<file path="config.mk">
export PLATFORM = sky130hd
export DESIGN_NAME = usb_otg_regfront
export DESIGN_NICKNAME = d
export VERILOG_FILES = /design/src/rtl/usb_otg_regfront_pkg.sv /design/src/rtl/usb_otg_regfront_decode.sv /design/src/rtl/usb_otg_regfront_lregs.sv /design/src/rtl/usb_otg_regfront.sv
export SDC_FILE = /design/constraint.sdc
export NUM_CORES = 1
export LEC_CHECK = 0
export ABC_AREA = 1
export BUFFER_PORTS_ARGS = -buffer_cell sky130_fd_sc_hd__buf_2
export CAP_MARGIN = 15
export CORE_ASPECT_RATIO = 0.8
export CORE_MARGIN = 2
export CORE_UTILIZATION = 35
export CTS_BUF_LIST = sky130_fd_sc_hd__clkbuf_4
export CTS_CLUSTER_SIZE = 20
export DETAILED_ROUTE_END_ITERATION = 10
export PLACE_DENSITY = 0.88
export RECOVER_POWER = 100
export SLEW_MARGIN = 20
export SYNTH_ARGS = -nofsm -noshare
export SYNTH_HDL_FRONTEND = slang
export SYNTH_SLANG_ARGS = --single-unit
</file>
<file path="constraint.sdc">
create_clock -name clk -period 2.5 [get_ports clk]
set_input_delay 0.5 -clock clk [delete_from_list [all_inputs] [get_ports clk]]
set_output_delay 0.5 -clock clk [all_outputs]
set_load 0.02 [all_outputs]
</file>
<file path="src/rtl/usb_otg_regfront_pkg.sv">
package usb_otg_regfront_pkg;

    typedef enum logic [1:0] {
        RGN_DIRECT,
        RGN_WINDOW,
        RGN_LOCAL,
        RGN_BAD
    } region_e;

    typedef enum logic [2:0] {
        LR_REV,
        LR_SYSCFG,
        LR_SYSSTAT,
        LR_IFSEL,
        LR_SIMEN,
        LR_STDBY,
        LR_NONE
    } lreg_e;

    localparam logic [1:0] SZ_WORD = 2'd2;

    localparam int unsigned DIRECT_TOP = 32'h200;
    localparam int unsigned WINDOW_TOP = 32'h400;
    localparam int unsigned WIN_BASE   = 32'h20;
    localparam int unsigned WIN_MASK   = 32'h3C;
    localparam int unsigned WIN_SHIFT  = 3;

    localparam int unsigned OFF_REV     = 32'h400;
    localparam int unsigned OFF_SYSCFG  = 32'h404;
    localparam int unsigned OFF_SYSSTAT = 32'h408;
    localparam int unsigned OFF_IFSEL   = 32'h40C;
    localparam int unsigned OFF_SIMEN   = 32'h410;
    localparam int unsigned OFF_STDBY   = 32'h414;

    localparam int unsigned REV_VALUE   = 32'h33;
    localparam int unsigned STAT_VALUE  = 32'h1;
    localparam int unsigned SYSCFG_MASK = 32'h301F;
    localparam int unsigned IFSEL_MASK  = 32'h3;
    localparam int unsigned STDBY_MASK  = 32'h1;
    localparam int unsigned IFSEL_RST   = 32'h1;
    localparam int unsigned STDBY_RST   = 32'h1;
    localparam int unsigned SOFTRST_BIT = 1;

endpackage

</file>
<file path="src/rtl/usb_otg_regfront_decode.sv">
module usb_otg_regfront_decode
    import usb_otg_regfront_pkg::*;
#(
    parameter int ADDR_W  = 12,
    parameter int CORE_AW = 9
) (
    input  logic [ADDR_W-1:0]  addr,
    input  logic [1:0]         size,
    output region_e            region,
    output lreg_e              lsel,
    output logic [CORE_AW-1:0] core_addr
);

    logic [31:0] addr_w;
    assign addr_w = 32'(addr);

    always_comb begin
        lsel = LR_NONE;
        if (addr_w < DIRECT_TOP) begin
            region = RGN_DIRECT;
        end else if (addr_w < WINDOW_TOP) begin
            region = RGN_WINDOW;
        end else if (size != SZ_WORD) begin
            region = RGN_BAD;
        end else begin
            region = RGN_LOCAL;
            unique case (addr_w)
                OFF_REV:     lsel = LR_REV;
                OFF_SYSCFG:  lsel = LR_SYSCFG;
                OFF_SYSSTAT: lsel = LR_SYSSTAT;
                OFF_IFSEL:   lsel = LR_IFSEL;
                OFF_SIMEN:   lsel = LR_SIMEN;
                OFF_STDBY:   lsel = LR_STDBY;
                default:     region = RGN_BAD;
            endcase
        end
    end

    always_comb begin
        unique case (region)
            RGN_DIRECT: core_addr = CORE_AW'(addr_w);
            RGN_WINDOW: core_addr = CORE_AW'(WIN_BASE + ((addr_w >> WIN_SHIFT) & WIN_MASK));
            default:    core_addr = '0;
        endcase
    end

endmodule

</file>
<file path="src/rtl/usb_otg_regfront_lregs.sv">
module usb_otg_regfront_lregs
    import usb_otg_regfront_pkg::*;
#(
    parameter int DATA_W = 32
) (
    input  logic              clk,
    input  logic              rst_n,
    input  logic              wr,
    input  lreg_e             sel,
    input  logic [DATA_W-1:0] wdata,
    output logic [DATA_W-1:0] rdata,
    output logic              err
);

    logic [DATA_W-1:0] syscfg_q;
    logic [DATA_W-1:0] ifsel_q;
    logic [DATA_W-1:0] stdby_q;

    always_ff @(posedge clk or negedge rst_n) begin
        if (!rst_n) begin
            syscfg_q <= '0;
            ifsel_q  <= DATA_W'(IFSEL_RST);
            stdby_q  <= DATA_W'(STDBY_RST);
        end else if (wr) begin
            unique case (sel)
                LR_SYSCFG: begin
                    if (wdata[SOFTRST_BIT]) begin
                        ifsel_q <= DATA_W'(IFSEL_RST);
                        stdby_q <= DATA_W'(STDBY_RST);
                    end
                    syscfg_q <= wdata & DATA_W'(SYSCFG_MASK);
                end
                LR_IFSEL: ifsel_q <= wdata & DATA_W'(IFSEL_MASK);
                LR_STDBY: stdby_q <= wdata & DATA_W'(STDBY_MASK);
                default: ;
            endcase
        end
    end

    always_comb begin
        unique case (sel)
            LR_REV:     rdata = DATA_W'(REV_VALUE);
            LR_SYSCFG:  rdata = syscfg_q;
            LR_SYSSTAT: rdata = DATA_W'(STAT_VALUE);
            LR_IFSEL:   rdata = ifsel_q;
            LR_STDBY:   rdata = stdby_q;
            default:    rdata = '0;
        endcase
    end

    assign err = wr && (sel == LR_REV || sel == LR_SYSSTAT || sel == LR_SIMEN);

    assert_ifsel_mask_R8: assert property (@(posedge clk) disable iff (!rst_n)
        (wr && sel == LR_IFSEL) |=> (ifsel_q == ($past(wdata) & DATA_W'(IFSEL_MASK))));

    assert_softrst_R7: assert property (@(posedge clk) disable iff (!rst_n)
        (wr && sel == LR_SYSCFG && wdata[SOFTRST_BIT]) |=>
        (ifsel_q == DATA_W'(IFSEL_RST) && stdby_q == DATA_W'(STDBY_RST)));

    assert_syscfg_mask_R6: assert property (@(posedge clk) disable iff (!rst_n)
        (wr && sel == LR_SYSCFG) |=> ((syscfg_q & ~DATA_W'(SYSCFG_MASK)) == '0));

    assert_ro_stable_R4: assert property (@(posedge clk) disable iff (!rst_n)
        (wr && (sel == LR_REV || sel == LR_SYSSTAT || sel == LR_SIMEN)) |=>
        ($stable(syscfg_q) && $stable(ifsel_q) && $stable(stdby_q)));

endmodule

</file>
<file path="src/rtl/usb_otg_regfront.sv">
module usb_otg_regfront
    import usb_otg_regfront_pkg::*;
#(
    parameter int ADDR_W  = 12,
    parameter int DATA_W  = 32,
    parameter int CORE_AW = 9
) (
    input  logic               clk,
    input  logic               rst_n,
    input  logic               bus_valid,
    input  logic               bus_write,
    input  logic [1:0]         bus_size,
    input  logic [ADDR_W-1:0]  bus_addr,
    input  logic [DATA_W-1:0]  bus_wdata,
    output logic [DATA_W-1:0]  bus_rdata,
    output logic               bus_err,
    output logic               core_valid,
    output logic               core_write,
    output logic [1:0]         core_size,
    output logic [CORE_AW-1:0] core_addr,
    output logic [DATA_W-1:0]  core_wdata,
    input  logic [DATA_W-1:0]  core_rdata,
    input  logic               core_irq,
    output logic               irq_out
);

    region_e           region;
    lreg_e             lsel;
    logic [DATA_W-1:0] local_rdata;
    logic              local_err;
    logic              local_wr;

    usb_otg_regfront_decode #(
        .ADDR_W (ADDR_W),
        .CORE_AW(CORE_AW)
    ) u_decode (
        .addr     (bus_addr),
        .size     (bus_size),
        .region   (region),
        .lsel     (lsel),
        .core_addr(core_addr)
    );

    assign local_wr = bus_valid && bus_write && (region == RGN_LOCAL);

    usb_otg_regfront_lregs #(
        .DATA_W(DATA_W)
    ) u_lregs (
        .clk  (clk),
        .rst_n(rst_n),
        .wr   (local_wr),
        .sel  (lsel),
        .wdata(bus_wdata),
        .rdata(local_rdata),
        .err  (local_err)
    );

    assign core_valid = bus_valid && (region == RGN_DIRECT || region == RGN_WINDOW);
    assign core_write = core_valid && bus_write;
    assign core_size  = bus_size;
    assign core_wdata = bus_wdata;

    always_comb begin
        bus_rdata = '0;
        bus_err   = 1'b0;
        if (bus_valid) begin
            unique case (region)
                RGN_DIRECT, RGN_WINDOW: bus_rdata = core_rdata;
                RGN_LOCAL: begin
                    bus_rdata = bus_write ? '0 : local_rdata;
                    bus_err   = local_err;
                end
                default: bus_err = 1'b1;
            endcase
        end
    end

    assign irq_out = core_irq;

    assert_direct_addr_R1: assert property (@(posedge clk) disable iff (!rst_n)
        (core_valid && 32'(bus_addr) < DIRECT_TOP) |-> (32'(core_addr) == 32'(bus_addr)));

    assert_window_range_R2: assert property (@(posedge clk) disable iff (!rst_n)
        (core_valid && 32'(bus_addr) >= DIRECT_TOP) |->
        (core_addr[1:0] == 2'b00 && 32'(core_addr) >= WIN_BASE &&
         32'(core_addr) <= WIN_BASE + WIN_MASK));

    assert_no_core_high_R10: assert property (@(posedge clk) disable iff (!rst_n)
        (bus_valid && 32'(bus_addr) >= WINDOW_TOP) |-> !core_valid);

    assert_err_needs_req_R10: assert property (@(posedge clk) disable iff (!rst_n)
        bus_err |-> bus_valid);

endmodule

</file>
==> qor.yml, run 1 <==
clocking:
  clockBufferDepth: 2
  cts_buffers: 3
  h-tree-depth: 1
  cts_tree: "yes"
  clk_pin_slew_ns: 0.06
  insertion_delay_ns: 0.25
  cts.sinks: 10
  cts_root_buf: "clkbuf_4"
synth:
  syn_area_mm2: 0.00145
  yosys_warnings: 0
  synth_seq_cells: 10
  synth.distinct_cells: 25
  synthTopCellsByArea: "buf_4 (18%), nand2_1 (17%), dfrtp_1 (14%), nor2_1 (12%), inv_1 (7.3%)"
  avgSynthCellArea_um2: 5.88
  netlist.area_leader.share_pct: 18.2
  yosysTopAreaCell: "buf_4"
  syn_nets: 329
  ys_seq_area_share_pct: 17.5
  synthCells: 246
job:
  maxCapViolations: 0
setup_path:
  crit_arrival_ns: 1.89
  required_ns: 2.00
  critPathTopFamily: "simple AND/OR/NAND/NOR gates"
  max_stage_delay_ns: 0.19
  crit_chain: "buf_6 -> nor2_4 -> nand2_4 -> nor2_4 -> nand2_2 -> nand2_4 -> nand3_4 -> nor2_4 -> buf_6 -> nand3_2 -> nand3_2 -> nand2_1 -> nand2_1 -> buf_6"
  path_buf_inv: 3
  start_kind: "input pin"
  end_kind: "primary output"
  path_max_fanout: 5
  cpMaxStageDelayCell: "nor2_4"
  criticalPathCategory: "input pin to primary output"
grt:
  track_usage_pct: 16.1
  grt_overflow: 0
  grt_pass1_wl_um: 5950
  grt_pass1_vias: 1479
  grt_max_degree: 28
  antenna_found_initial: 0
sta:
  finClkSkew_ns: 0
  slew_violations: 0
  worst_hold_slack_ns: 0.172
  tightest_slew_ns: 0.507
  finalHoldViolCount: 0
  max_clock_freq_mhz: 418
  finalCriticalPeriod_ns: 2.39
  grt_setup_unrepaired: "true"
  period_share_pct: 95.7
  slew_headroom_pct: 66.2
  tns_ns: 0
  setup_viol: 0
route:
  drtAntennaViolNets: 0
  drt_first_pass_iters: 4
  vias_per_cell: 4.49
  drt_wl_total_um: 4100
  drc: 0
  vias: 1718
  wl_per_cell_um: 10.7
  drt_iter0_drc: 65
place:
  dpl_cell_area_mm2: 0.00182
  dp_hpwl_um: 3290
  port-buffer-count: 109
  placedCellCount: 377
  gp_congestion: 0.866
layout:
  final_cell_mix: "buf_2 (93), nand2_1 (61), nor2_1 (38)"
  nets: 412
  final_cells: 383
  layout-drive-gt1-share_pct: 46.0
  syn2layout_area_growth_pct: 36.9
  post-route-cell-area_mm2: 0.00198
  n_antenna_cell: 0
  final_common_cell: "buf_2"
die:
  fp.dieW_um: 75.9
  ios: 162
  start_util_pct: 37.3
  die_h_um: 61.5
  dieArea_mm2: 0.00467
  core-area_mm2: 0.00388
  row_count: 20
run_status:
  status: "finished, final reports clean"
pwr:
  power_density_mw_per_mm2: 232
  ir_worst_vdd_v: 0.0000940
  p_total_uw: 459
  p_leak_nw: 1.19
worst_hold_path:
  hold_path_class: "input pin to async pin"
## area by class of cell
cell class | instances | area [um2]
fill | 392 | 1900
multi-input combinational | 164 | 867
timing repair buffer | 119 | 649
sequential | 10 | 253
inverter | 31 | 116
tap | 55 | 68.8
clock buffer | 3 | 22.5
clock inverter | 1 | 3.75
## report_power, final
group | total [mW] | switching (mW) | internal [mW] | leakage (nW)
clock | 0.108 | 0.0510 | 0.0574 | 0.0154
sequential | 0.162 | 0.000000321 | 0.162 | 0.101
combinational | 0.188 | 0.116 | 0.0718 | 1.07
total | 0.459 | 0.167 | 0.291 | 1.19
## routing by layer
metal	part of all wire, %	GRT usage, %
met3	7.4	3.76
met2	49	28.1
met4	0.34	5.01
met1	43	19.8
met5	0	0
## sequential cells by signal, indices dropped and copies added, names as in the netlist
| register | cells |
|---|---|
| u_lregs.stdby_q | 1 |
| u_lregs.syscfg_q | 7 |
| u_lregs.ifsel_q | 2 |
## cells by family (layout without fill, tap and decap cells)
| group | after synthesis | in the layout | synth area share [%] |
|---|---|---|---|
| flops | 10 | 10 | 17.5 |
| buf+inv | 72 | 154 | 28.9 |
| simple gates | 143 | 143 | 44.4 |
| compound gates | 21 | 21 | 9.26 |
## worst register-to-register path: stages, from the launching register on
cell and delay, ns:
dfstp_2 0.53, inv_1 0.04, nand2_1 0.05, inv_1 0.04
nor2_1 0.09
## synthesized netlist by cell type (all sizes together)
| library cell | number |
|---|---|
| dfstp | 2 |
| clkbuf | 5 |
| nor2 | 49 |
| nand4 | 3 |
| dfrtp | 8 |
| buf | 36 |
| a21oi | 2 |
| nor3 | 3 |
| nand3 | 16 |
| o21ai | 12 |
| nand2 | 72 |
| inv | 31 |
| o22ai | 3 |
| o31ai | 4 |
## final timing paths
kind	end	cells after the start	slack, ns	startpoint
min in group clk	u_lregs.syscfg_q[4]$_DFFE_PN0P_	3	0.46	bus_wdata[4]
worst max-delay path	bus_rdata[0]	14	0.11	bus_addr[8]
max in group asynchronous	u_lregs.ifsel_q[0]$_DFFE_PN1P_	1	1.96	rst_n
worst min register to register	u_lregs.ifsel_q[0]$_DFFE_PN1P_	2	0.49	u_lregs.ifsel_q[0]$_DFFE_PN1P_
worst min-delay path	u_lregs.syscfg_q[13]$_DFFE_PN0P_	1	0.17	rst_n
worst max register to register	u_lregs.stdby_q[0]$_DFFE_PN1P_	4	1.68	u_lregs.stdby_q[0]$_DFFE_PN1P_
## metrics by stage
stage	setup slack [ns]	util, %
after floorplan	0.0600	-
after global placement	0.0439	46.9
after detailed placement	-0.0268	46.9
after CTS	0.00853	47.8
after global routing	-0.0666	51.1
final	0.108	51.1
## repair_timing
action / CTS / global route
buffers inserted: 1 / 1
gates resized for setup: 1 / 37
endpoints found under the setup margin: 1 / 9
pin swaps: 1 / 11
hold buffers: 0 / 0
No activity file was read; power rests on OpenSTA's default activity.
==> inputs of run 2 (changes only) <==
--- a/config.mk
+++ b/config.mk
@@ -14,7 +14,7 @@
 export CTS_BUF_LIST = sky130_fd_sc_hd__clkbuf_4
 export CTS_CLUSTER_SIZE = 20
 export DETAILED_ROUTE_END_ITERATION = 10
-export PLACE_DENSITY = 0.88
+export PLACE_DENSITY = 0.83
 export RECOVER_POWER = 100
 export SLEW_MARGIN = 20
 export SYNTH_ARGS = -nofsm -noshare
==> qor.yml, run 2 (synthesis results as in run 1) <==
run_status:
  status: "finished, final reports clean"
setup_path:
  end_kind: "primary output"
  timing.rr.start: "u_lregs.stdby_q[0]$_DFFE_PN1P_"
  path_max_fanout: 5
  crit_start: "bus_addr[7]"
  start_kind: "input pin"
  crit_arrival_ns: 1.91
  criticalPathCategory: "input pin to primary output"
  required_ns: 2.00
layout:
  layout-drive-gt1-share_pct: 47.7
  final_cell_mix: "buf_2 (94), nand2_1 (59), nor2_1 (37)"
  nFillCells: 384
  final_common_cell: "buf_2"
  final_cells: 386
  post-route-cell-area_mm2: 0.00199
  reg_top3: "u_lregs.syscfg_q x7, u_lregs.ifsel_q x2, u_lregs.stdby_q x1"
  n_antenna_cell: 0
  syn2layout_area_growth_pct: 37.4
  largest_register: "u_lregs.syscfg_q"
  largest_reg_flops: 7
  nets: 415
place:
  port-buffer-count: 109
  dp_hpwl_um: 3210
  dpl_worst_slack_ns: -0.0646
  dpl_cell_area_mm2: 0.00181
  gp_congestion: 0.861
  placedCellCount: 376
route:
  wl_per_cell_um: 10.4
  drt_first_pass_iters: 4
  drt_wl_total_um: 4020
  drt_iter0_drc: 48
  drc: 0
  vias_per_cell: 4.42
  drtAntennaViolNets: 0
  vias: 1706
die:
  start_util_pct: 37.3
  die_h_um: 61.5
  row_count: 20
  core-area_mm2: 0.00388
  ios: 162
  fp.dieW_um: 75.9
  dieArea_mm2: 0.00467
clocking:
  clockBufferDepth: 2
  cts_buffers: 3
  cts.sinks: 10
  h-tree-depth: 1
  cts_root_buf: "clkbuf_4"
  clk_pin_slew_ns: 0.06
  insertion_delay_ns: 0.26
  cts_tree: "yes"
pwr:
  power_density_mw_per_mm2: 229
  p_leak_nw: 1.18
  ir_worst_vdd_v: 0.0000783
job:
  maxCapViolations: 0
grt:
  grt_overflow: 0
  grt_max_degree: 29
  grt_pass1_vias: 1414
  track_usage_pct: 16.6
  antenna_found_initial: 0
  grt_pass1_wl_um: 5960
sta:
  finClkSkew_ns: 0
  slew_headroom_pct: 65.4
  fin_ws_ns: 0.0871
  finalHoldViolCount: 0
  tightest_slew_ns: 0.517
  grt_setup_unrepaired: "true"
  period_share_pct: 96.5
  slew_violations: 0
  max_clock_freq_mhz: 414
  setup_viol: 0
  finalCriticalPeriod_ns: 2.41
worst_hold_path:
  hold_path_class: "input pin to async pin"
## run 2: cell types whose count changed in the layout (fill, tap and decap cells not counted), moves of 2 or more
| cell | delta |
|---|---|
| buf_6 | -4 |
| nand2_2 | +3 |
| buf_4 | +6 |
| nand2_1 | -2 |
## run 2: area by class of cell
type | instances | area (um2) | share of cell area (%)
clock inverter | 1 | 3.75 | 0.189
sequential | 10 | 253 | 12.7
clock buffer | 3 | 22.5 | 1.13
multi-input combinational | 164 | 868 | 43.7
inverter | 31 | 116 | 5.86
tap | 55 | 68.8 | 3.46
timing repair buffer | 122 | 654 | 32.9
## run 2: critical path, cell delays in order
cell and delay, ns:
buf_4 0.13, nor2_4 0.10, nand2_2 0.08, nor2_4 0.13, nand2_2 0.09, nand2_4 0.09, nand3_4 0.09, nor2_4 0.19
buf_6 0.13, nand3_1 0.05, nand3_1 0.08, nand2_1 0.05, nand2_1 0.07, buf_6 0.12
## run 2: final timing paths
kind | to | slack [ns] | cells after the start
max in group asynchronous | u_lregs.stdby_q[0]$_DFFE_PN1P_ | 1.99 | 1
setup reg to reg | u_lregs.stdby_q[0]$_DFFE_PN1P_ | 1.70 | 4
setup / recovery | bus_rdata[0] | 0.09 | 14
min in group clk | u_lregs.syscfg_q[13]$_DFFE_PN0P_ | 0.45 | 3
hold reg to reg | u_lregs.ifsel_q[1]$_DFFE_PN0P_ | 0.50 | 2
hold / removal | u_lregs.syscfg_q[2]$_DFFE_PN0P_ | 0.16 | 1
## run 2: stage by stage
step / power, mW / hold slack, ns / setup TNS [ns] / utilization, %
floorplan: 0.324 / 0.204 / 0 / -
global placement: 0.338 / 0.362 / -0.0102 / 46.7
detailed placement: 0.340 / 0.362 / -0.262 / 46.7
CTS: 0.451 / 0.0811 / 0 / 48.4
global route: 0.486 / 0.210 / -0.0806 / 51.2
finish: 0.456 / 0.162 / 0 / 51.2
## run 2: repair_timing
item,4_1_cts,5_1_grt
setup endpoints to repair,8,9
gates resized for setup,6,31
hold buffers,0,0
pin swaps,3,9
setup buffers,3,3
## run 2: report_power, final
part / internal [mW] / leakage, nW / switching [mW] / total, mW
Clock: 0.0575 / 0.0154 / 0.0513 / 0.109
Combinational: 0.0678 / 1.07 / 0.117 / 0.185
Sequential: 0.162 / 0.101 / 0.000000304 / 0.162
Total: 0.287 / 1.18 / 0.169 / 0.456
## run 2: metal layers
metal	part of all wire (%)	track usage, %	vias up	wire length [um]
met5	0	0	-	0
met3	6.2	1.96	6	250
met2	48	28.8	71	1940
li1	-	-	897	-
met1	45	21.1	732	1790
met4	0.95	6.27	0	38
==> inputs of run 3 (changes only) <==
--- a/config.mk
+++ b/config.mk
@@ -10,7 +10,7 @@
 export CAP_MARGIN = 15
 export CORE_ASPECT_RATIO = 0.8
 export CORE_MARGIN = 2
-export CORE_UTILIZATION = 35
+export CORE_UTILIZATION = 39
 export CTS_BUF_LIST = sky130_fd_sc_hd__clkbuf_4
 export CTS_CLUSTER_SIZE = 20
 export DETAILED_ROUTE_END_ITERATION = 10
@@ -19,4 +19,5 @@
 export SLEW_MARGIN = 20
 export SYNTH_ARGS = -nofsm -noshare
 export SYNTH_HDL_FRONTEND = slang
+export SYNTH_HIERARCHICAL = 1
 export SYNTH_SLANG_ARGS = --single-unit
==> qor.yml, run 3 <==
run_status:
  status: "finished with violations"
  violations: "setup timing"
synth:
  ys_seq_area_share_pct: 14.0
  synth.distinct_cells: 28
  synth_seq_cells: 10
  netlist.area_leader.share_pct: 27.0
  yosysMostFrequentCell: "nand2_1"
  yosysTopAreaCell: "buf_4"
  synthArstFlopShare_pct: 100
  synth-edff-count: 0
  syn_area_mm2: 0.00180
  avgSynthCellArea_um2: 5.86
  ys_top_cells_by_count: "nand2_1 (98), buf_4 (65), nand3_1 (43)"
  yosys_warnings: 6
  synth_ff_type: "dfrtp_1"
  synthTopCellsByArea: "buf_4 (27%), nand2_1 (20%), nand3_1 (12%), dfrtp_1 (11%), inv_1 (5.4%)"
  synthCells: 308
clocking:
  cts_buffers: 3
  insertion_delay_ns: 0.26
  cts_root_buf: "clkbuf_4"
  cts.sinks: 10
  clockBufferDepth: 2
  h-tree-depth: 1
  clk_pin_slew_ns: 0.06
  cts_tree: "yes"
setup_path:
  r2r_cells: 2
  path_max_fanout: 4
  crit_start: "bus_addr[6]"
  required_ns: 2.00
  crit_end: "bus_rdata[0]"
  start_kind: "input pin"
  reg2reg_slack_ns: 1.80
  criticalPathCategory: "input pin to primary output"
  end_kind: "primary output"
  r2r_end: "u_lregs/stdby_q[0]$_DFFE_PN1P_"
  crit_arrival_ns: 2.07
  timing.rr.start: "u_lregs/stdby_q[0]$_DFFE_PN1P_"
job:
  maxCapViolations: 0
grt:
  antenna_found_initial: 0
  grt_pass1_vias: 1811
  grt_max_degree: 26
  grt_pass1_wl_um: 7560
  grt_overflow: 0
  track_usage_pct: 17.5
sta:
  setup_viol: 4
  period_share_pct: 103
  max_clock_freq_mhz: 390
  finalCriticalPeriod_ns: 2.57
  finClkSkew_ns: 0
  finalHoldViolCount: 0
  slew_violations: 0
  grt_setup_unrepaired: "true"
  fin_ws_ns: -0.0666
  slew_headroom_pct: 64.4
  tns_ns: -0.109
  tightest_slew_ns: 0.532
pwr:
  seqPwrFrac_pct: 31.7
  power_density_mw_per_mm2: 208
  p_int_uw: 316
  switching_share_pct: 38.2
  p_leak_nw: 1.42
  ir_worst_vdd_v: 0.000185
  p_clk_share_pct: 20.3
  combPwrFrac_pct: 48.0
  p_switching_uw: 195
route:
  drtAntennaViolNets: 0
  vias_per_cell: 4.57
  wl_per_cell_um: 11.6
  drt_first_pass_iters: 4
  drt_iter0_drc: 73
  drt_wl_total_um: 5480
  vias: 2154
  drc: 0
layout:
  fin_util_pct: 54.5
  post-route-cell-area_mm2: 0.00246
  final_common_cell: "nand2_1"
  register_area_um2: 253
  nets: 496
  largest_register: "u_lregs/syscfg_q"
  final_cells: 471
  nFillCells: 454
  largest_reg_flops: 7
  layout-drive-gt1-share_pct: 41.4
  multi_input_area_mm2: 0.00114
  reg_top3: "u_lregs/syscfg_q x7, u_lregs/ifsel_q x2, u_lregs/stdby_q x1"
  syn2layout_area_growth_pct: 36.3
  final_cell_mix: "nand2_1 (92), buf_2 (74), nand3_1 (40)"
  n_antenna_cell: 0
place:
  gp_congestion: 0.893
  dpl_cell_area_mm2: 0.00216
  dpl_worst_slack_ns: -0.0957
  placedCellCount: 454
  dp_hpwl_um: 3710
  port-buffer-count: 109
die:
  start_util_pct: 40.0
  die_h_um: 64.8
  core-area_mm2: 0.00451
  ios: 162
  row_count: 22
  fp.dieW_um: 80.0
  dieArea_mm2: 0.00519
worst_hold_path:
  hold_path_class: "input pin to async pin"
==> run 3: cell count changes after synthesis, sizes merged, moves of 2 or more <==
cell,before,now
a21oi,2,5
buf,36,67
clkbuf,5,0
nand2,72,103
nand3,16,44
nand4,3,1
nor2,49,32
o21ai,12,3
o22ai,3,5
o31ai,4,0
==> run 3: cell families (layout without fill, tap and decap cells) <==
family	Yosys count	after routing	share of synthesized area (%)
compound gates	16	16	5.62
buf+inv	98	177	34.5
flops	10	10	14.0
other cells	1	24	0.208
simple gates	183	184	45.6
==> run 3: power groups by stage <==
stage               sequential [mW]  combinational (mW)  clock, mW
floorplan                     0.165               0.211          0
finish                        0.162               0.246      0.104
global placement              0.165               0.210          0
CTS                           0.162               0.220      0.109
detailed placement            0.165               0.213          0
global route                  0.162               0.267      0.118
==> run 3: worst min-delay path by stage <==
stage / slack [ns] / cells past startpoint / end
floorplan: 0.20 / 0 / u_lregs/ifsel_q[1]$_DFFE_PN0P_
finish: 0.18 / 1 / u_lregs/syscfg_q[4]$_DFFE_PN0P_
global placement: 0.37 / 1 / u_lregs/syscfg_q[0]$_DFFE_PN0P_
detailed placement: 0.37 / 1 / u_lregs/syscfg_q[4]$_DFFE_PN0P_
global route: 0.21 / 1 / u_lregs/syscfg_q[4]$_DFFE_PN0P_
CTS: 0.08 / 1 / u_lregs/syscfg_q[4]$_DFFE_PN0P_
==> run 3: final cells by class <==
cell class	instances	share of cell area, %
clock buffer	3	0.916
inverter	31	4.83
multi-input combinational	224	46.5
sequential	10	10.3
tap	60	3.05
timing repair buffer	143	34.5
==> run 3: per-layer routing <==
| layer | track usage [%] | part of all wire [%] | vias up |
|---|---|---|---|
| met1 | 21.4 | 40 | 939 |
| met2 | 32.8 | 49 | 106 |
| met5 | 0 | 0 | - |
| met4 | 5.08 | 3.5 | 0 |
| met3 | 1.25 | 7.1 | 20 |
| li1 | - | - | 1089 |
==> run 3: repair_timing <==
item,CTS,global route
setup endpoints to repair,9,9
hold buffers,0,0
gates cloned,0,1
resized for setup,20,39
pin swaps,8,24
setup buffers,0,13
==> run 3: metrics by stage <==
stage               hold slack (ns)  power (mW)
floorplan                     0.204       0.376
global placement              0.366       0.375
detailed placement            0.367       0.378
CTS                          0.0823       0.491
global route                  0.212       0.547
finish                        0.183       0.511
==> run 3: critical path, cell delays in order <==
cell and delay [ns]:
buf_2 0.13, inv_2 0.06, nand2_1 0.08, nor2_4 0.13, nand3_2 0.11, nand2_4 0.13
nand2_4 0.06, nor2_4 0.12, buf_6 0.13, nand2_4 0.05, nor2_4 0.10, nand2_1 0.07
nand3_1 0.08, nand3_1 0.09, nand2_1 0.08, buf_4 0.13
